$ cat src/rtl/d2enc_pkg.sv
package d2enc_pkg;

  // Drive state of one weight's four-element group
  typedef struct packed {
    logic pa;   // positive element A
    logic pb;   // positive element B
    logic na;   // negative element A
    logic nb;   // negative element B
  } elem_grp_t;

  // Route three taps onto a group for the given swap phase
  function automatic elem_grp_t route_group(input logic newest,
                                            input logic mid,
                                            input logic oldest,
                                            input logic phase);
    elem_grp_t g;
    g.pa = phase ? oldest : newest;
    g.pb = phase ? newest : oldest;
    g.na = mid;
    g.nb = mid;
    return g;
  endfunction

endpackage

$ cat src/rtl/d2enc_phase.sv
module d2enc_phase (
  input  logic clk,
  input  logic rst,
  output logic ph,
  output logic ph_nxt
);

  always_ff @(posedge clk) begin
    if (rst) ph <= 1'b0;
    else     ph <= ph_nxt;
  end

  assign ph_nxt = ~ph;


  phase_toggle_chk: assert property (@(posedge clk) disable iff (rst)
    !$past(rst) |-> (ph != $past(ph)));


  phase_reset_chk: assert property (@(posedge clk)
    rst |=> (ph == 1'b0));

endmodule

$ cat src/rtl/d2enc_slice.sv
module d2enc_slice
  import d2enc_pkg::*;
(
  input  logic      clk,
  input  logic      rst,
  input  logic      din,
  input  logic      ph,
  input  logic      ph_nxt,
  output elem_grp_t grp
);

  logic tap_new, tap_mid, tap_old;
  elem_grp_t grp_q;

  always_ff @(posedge clk) begin
    if (rst) begin
      tap_new <= 1'b0;
      tap_mid <= 1'b0;
      tap_old <= 1'b0;
      grp_q   <= '0;
    end else begin
      tap_new <= din;
      tap_mid <= tap_new;
      tap_old <= tap_mid;
      grp_q   <= route_group(tap_new, tap_mid, tap_old, ph_nxt);
    end
  end

  assign grp = grp_q;


  pair_diff_chk: assert property (@(posedge clk) disable iff (rst)
    !$past(rst) |-> (grp_q.na == ($past(ph) ? $past(grp_q.pb) : $past(grp_q.pa))));


  oldest_role_chk: assert property (@(posedge clk) disable iff (rst)
    !$past(rst) |-> ((ph ? grp_q.pa : grp_q.pb) == $past(grp_q.na)));

endmodule

$ cat src/rtl/d2enc_sum.sv
module d2enc_sum #(
  parameter int B = 4
) (
  input  logic [B-1:0]        pa,
  input  logic [B-1:0]        pb,
  input  logic [B-1:0]        na,
  input  logic [B-1:0]        nb,
  output logic signed [B+1:0] dsum
);

  localparam int SW = B + 2;

  logic [SW-1:0] pos_tot, neg_tot;

  assign pos_tot = SW'(pa) + SW'(pb);
  assign neg_tot = SW'(na) + SW'(nb);
  assign dsum    = $signed(pos_tot - neg_tot);

endmodule

$ cat src/rtl/d2_elem_encoder.sv
module d2_elem_encoder
  import d2enc_pkg::*;
#(
  parameter int B = 4
) (
  input  logic                clk,
  input  logic                rst,
  input  logic [B-1:0]        code,
  output logic [B-1:0]        pos_a,
  output logic [B-1:0]        pos_b,
  output logic [B-1:0]        neg_a,
  output logic [B-1:0]        neg_b,
  output logic                swap_phase,
  output logic signed [B+1:0] dsum
);

  localparam int WARM = 4;
  localparam int WW   = $clog2(WARM + 1);

  logic      ph, ph_nxt;
  elem_grp_t grp [B];

  d2enc_phase u_phase (
    .clk    (clk),
    .rst    (rst),
    .ph     (ph),
    .ph_nxt (ph_nxt)
  );

  for (genvar k = 0; k < B; k++) begin : g_bit
    d2enc_slice u_slice (
      .clk    (clk),
      .rst    (rst),
      .din    (code[k]),
      .ph     (ph),
      .ph_nxt (ph_nxt),
      .grp    (grp[k])
    );
    assign pos_a[k] = grp[k].pa;
    assign pos_b[k] = grp[k].pb;
    assign neg_a[k] = grp[k].na;
    assign neg_b[k] = grp[k].nb;
  end

  d2enc_sum #(.B(B)) u_sum (
    .pa   (pos_a),
    .pb   (pos_b),
    .na   (neg_a),
    .nb   (neg_b),
    .dsum (dsum)
  );

  assign swap_phase = ph;

  // Cycles since reset release, saturating; gates the history-based check
  logic [WW-1:0] warm;
  always_ff @(posedge clk) begin
    if (rst)                   warm <= '0;
    else if (warm != WW'(WARM)) warm <= warm + 1'b1;
  end


  second_diff_chk: assert property (@(posedge clk) disable iff (rst)
    (warm == WW'(WARM)) |->
      (int'(dsum) == int'($past(code, 2)) - 2 * int'($past(code, 3)) + int'($past(code, 4))));


  reset_clear_chk: assert property (@(posedge clk)
    rst |=> (dsum == '0 && pos_a == '0 && pos_b == '0 && neg_a == '0 && neg_b == '0));

endmodule

$ cat config.mk
export PLATFORM = sky130hd
export DESIGN_NAME = d2_elem_encoder
export DESIGN_NICKNAME = d
export VERILOG_FILES = /design/src/rtl/d2enc_pkg.sv /design/src/rtl/d2enc_phase.sv /design/src/rtl/d2enc_slice.sv /design/src/rtl/d2enc_sum.sv /design/src/rtl/d2_elem_encoder.sv
export SDC_FILE = /design/constraint.sdc
export NUM_CORES = 1
export LEC_CHECK = 0
export BUFFER_PORTS_ARGS = -buffer_cell sky130_fd_sc_hd__buf_2
export CORE_UTILIZATION = 45
export CTS_CLUSTER_SIZE = 14
export DETAILED_ROUTE_END_ITERATION = 8
export GPL_TIMING_DRIVEN = 0
export PLACE_DENSITY = 0.82
export SYNTH_ARGS = -nofsm -noshare
export SYNTH_HDL_FRONTEND = slang
export SYNTH_SLANG_ARGS = --single-unit
$ cat constraint.sdc
create_clock -name clk -period 2.45 [get_ports clk]
set_clock_uncertainty 0.2 [all_clocks]
set_input_delay 0.245 -clock clk [delete_from_list [all_inputs] [get_ports clk]]
set_output_delay 0.245 -clock clk [all_outputs]
set_load 0.02 [all_outputs]
# Word-level counts from Yosys, hierarchy flattened

Cells that the tools add are included.

Flip-flop bits (word level): 21
Output and inout bits: 23

Add/subtract/negate cells: 3
Multiplexer cells: 8
Bitwise operators: 1

Operators with widths:

| kind                 | count |
|---|---|
| adder 4 x 4 -> 5 bit | 2 |
| two-way mux 1 bit    | 8 |
| subtractor 6 bit     | 1 |
| NOT 1 bit            | 1 |

# Depth between registers and ports, before layout

Depth after elaboration: 2
Gate-level depth with buffers: 9

# Modules after synthesis

Synthesis repeated with hierarchy kept, for this count alone.

Cell total of the unflattened synthesis: 111
Area total of the unflattened synthesis: 1118.6 um^2

Modules (own cells, without submodules):

| module      | times used | cells an instance | area an instance (um^2) | seq. area each (um^2) |
|---|---|---|---|---|
| d2enc_slice | 4          | 14                | 161.4                   | 100.1 |
| d2enc_sum   | 1          | 52                | 445.4                   | 0.0 |
| d2enc_phase | 1          | 3                 | 27.5                    | 20.0 |

# Least setup slack after synthesis

No wires, ideal clock.

Path kind: flip-flop to output port
Start point: reg g_bit[0].u_slice.grp_q (netlist bit g_bit[0].u_slice.grp[2])
End point: out dsum[5]
Arrival: 2.121 ns
Required time: 2.005 ns
Path slack: -0.116 ns
Cell stages (with the launch flop): 9
Buffers on the path: 0
Path through: dfxtp_1 ha_1 inv_1 fa_1 inv_1 ha_1 o21ai_0 nand2b_1 a31oi_1

Word-level cells in the longest chain between the ends: 2

Ends and longest elaborated chain:

| element                | line                  | RTL |
|---|---|---|
| from (decl)            | d2enc_slice.sv:13     | `elem_grp_t grp_q;` |
| from (signal assigned) | d2enc_slice.sv:25     | `grp_q <= route_group(tap_new, tap_mid, tap_old, ph_nxt);` |
| adder 4 x 4 -> 5 bit   | d2enc_sum.sv:15       | `assign pos_tot = SW'(pa) + SW'(pb);` |
| subtractor 6 bit       | d2enc_sum.sv:17       | `assign dsum = $signed(pos_tot - neg_tot);` |
| to (decl)              | d2_elem_encoder.sv:14 | `output logic signed [B+1:0] dsum` |

Every way passes these cells.

# Final worst setup path

Start point: reg g_bit[0].u_slice.grp_q (netlist bit g_bit[0].u_slice.grp[2])
End point: out dsum[4]

The elaborated chain is that of the path after synthesis.

==> run_results.csv <==
group,metric,value,unit
pwr,p_per_area,521,nW/um^2
synth,synth_cell_types,16,
synth,avgSynthCellArea,9.98,um^2
placed_design,dp.cells,153,
layout,area_growth,41.8,%
layout,drive_gt1_share,46.0,%
synth,synthTopCellsByArea,"dfxtp_1, ha_1, nor2b_1, mux2i_1, buf_4",
synth,synthAdderAreaFrac,13.6,%
floorplan,die_area,2360,um^2
run,maxCapViolCount,0,
timing,tightest_slew,241,ps
worst_setup_path,arrival,2210,ps
detailed_routing,drtPass1Iterations,4,
grt,grt_overflow,0,
layout,num-fill-cells,158,
worst_setup_path,cp_max_fo,3,
synth,synth_top_area_share,43.0,%
worst_setup_path,critPathLaunchType,"register",
cts,path_clk_slew,100,ps
synth,syn_nets,114,
cts,cts_tree,"built",
pwr,power.leakage,0.683,nW
synth,syn_inst,98,
floorplan,die_x,48.6,um
layout,final_cell_mix,"buf_2, dfxtp_1, nor2b_1, buf_4, nor2_1",
layout,final_common_cell,"buf_2",
grt,grt_pass1_wl,2990,um
worst_setup_path,crit_required,2010,ps
grt,grt_max_degree,12,
grt,grt_pass1_vias,722,
layout,layoutNonFillerInstCount,164,
grt,grt_usage,16.3,%
worst_setup_path,critPathKind,"register to output pin",
timing,layout_setup_ws,-201,ps
floorplan,start_util,48.9,%
placed_design,hpwl,1240,um
floorplan,ios,29,
detailed_routing,drt_wl_total,1730,um
timing,maxSlewViolCount,0,
synth,synthMuxAreaShare,8.18,%
cts,cts_root_buffer,"clkbuf_4",
detailed_routing,drt_iter0_drc,4,
placed_design,place_congestion,0.764,
run_status,status,"complete, but fails checks",
timing,hold_viol,0,
timing,fin_crit_sh,108,%
detailed_routing,detail-route-antenna-nets,0,
detailed_routing,route.detailed.wl_per_inst,10.6,um
synth,synth_compound_area_share,4.99,%
worst_hold_path,hold_class,"register to register",
timing,final-setup-viol-count,3,
timing,relSlewSlack,83.9,%
layout,n_antenna_cell,0,
layout,utilization,69.3,%
grt,antenna_found_initial,0,
floorplan,core.rowCount,16,
detailed_routing,viasPerCell,4.48,
cts,cts_sinks,21,
placed_design,io_buffers,28,
synth,synth_xor_area_share,4.48,%
pwr,p_comb_share,28.2,%
floorplan,core,2000,um^2
detailed_routing,via_count,734,
synth,synth_top_area_cell,"dfxtp_1",
pwr,swShare,27.9,%
cts,numCtsBuffers,3,
synth,syn-cell-area,978,um^2
timing,achievable-frequency,0.377,GHz
synth,synth_seq_cells,21,
synth,synth_top_family_by_area,"simple AND/OR/NAND/NOR gates",
cts,clock_path_buffers,2,
timing,fin_setup_tns,-587,ps
timing,rsz0062_at_grt,"yes",
layout,final_nets,154,
pwr,netSwitchingPower,201,uW
pwr,p_int,521,uW
pwr,seqPwrFrac,50.6,%
synth,synth_seq_area_share,43.0,%
timing,period_minus_slack,2650,ps
pwr,ir_worst_vdd,398,uV
cts,clk-insertion-delay-late,290,ps
synth,yosysWarnings,0,
pwr,finalPower,723,uW
floorplan,die_y,48.6,um
detailed_routing,post-route-drc-count,0,
run_status,violations,"setup timing",
cts,htree_levels,1,
synth,synth_simple_gate_area_share,14.5,%
pwr,clockPowerShare,21.2,%
worst_setup_path,cp-end-kind,"output pin",
## cell families (layout without fill, tap and decap cells)
group	Yosys count	in the layout
AOI/OAI and AO/OA	7	7
xor gates and xnor gates	5	5
adders and majority gates	10	10
buffers and inverters	20	59
DFF	21	21
muxes	8	8
and+or+nand+nor	27	27
## power by group through the flow
stage	Clock [mW]	Sequential [mW]	Combinational, mW
after global placement	0	0.371	0.146
after detailed placement	0	0.373	0.151
final	0.153	0.366	0.204
after CTS	0.161	0.366	0.172
after floorplan	0	0.378	0.105
after global routing	0.180	0.368	0.219
## critical path, stage by stage, from the launching register on
cell      delay (ps)
dfxtp_2          360
ha_4             140
inv_2             30
fa_2             380
xnor2_2          170
ha_4             330
nand2b_4          60
a21oi_2          170
xor2_2           150
buf_6            130
## final cells by class
type	instances	area [um^2]	share of cell area (%)
flip-flops and latches	21	423	30.5
plain buffers	11	77.6	5.59
well taps	27	33.8	2.43
inverters	9	33.8	2.43
clock buffers	4	26.3	1.89
repair buffers	35	223	16.1
multi-input cells	57	571	41.1
## sequential cells by signal (all words and copies together) (netlist names)
register / count
g_bit.u_slice.grp: 9
g_bit.u_slice.tap_mid: 4
g_bit.u_slice.tap_new: 4
g_bit.u_slice.tap_old: 3
u_phase.ph: 1
## repair_timing
action,CTS,global route
buffers inserted,0,2
pin swaps,5,10
hold buffers,5,0
resized for setup,14,11
hold endpoints to repair,5,0
setup endpoints to repair,4,4
## synthesized netlist by cell type
cell / instances
inv_1: 9
ha_1: 9
buf_2: 2
mux2i_1: 8
nor2_1: 11
xnor2_1: 3
fa_1: 1
a21oi_2: 2
buf_4: 9
o21ai_0: 2
nand2b_1: 3
a31oi_1: 1
xor2_1: 2
dfxtp_1: 21
a21o_1: 2
nor2b_1: 13
## worst paths after layout
path | slack, ps | start | cells past startpoint | endpoint
hold / removal | 250 | g_bit[3].u_slice.tap_mid | 1 | g_bit[3].u_slice.grp[0]
setup / recovery | -200 | g_bit[0].u_slice.grp[2] | 9 | dsum[4]
setup reg to reg | 1360 | u_phase.ph | 3 | g_bit[0].u_slice.grp[2]
hold reg to reg | 250 | g_bit[3].u_slice.tap_mid | 1 | g_bit[3].u_slice.grp[0]
## per-stage QoR
stage          setup WS [ps]  cell area, um^2  hold WS (ps)
6_report                -201             1390           249
5_1_grt                 -293             1390           282
4_1_cts                 -247             1300           256
3_5_place_dp            -105             1170           226
3_3_place_gp            3.76             1170           218
2_1_floorplan          -70.4             1000           117
## per-layer routing
layer | track usage [%] | part of all wire, %
met1 | 17.9 | 40
met2 | 31.0 | 56
met3 | 1.89 | 2.5
met4 | 7.35 | 1.5
met5 | 0 | 0
Power figures use the tool's default switching activity.
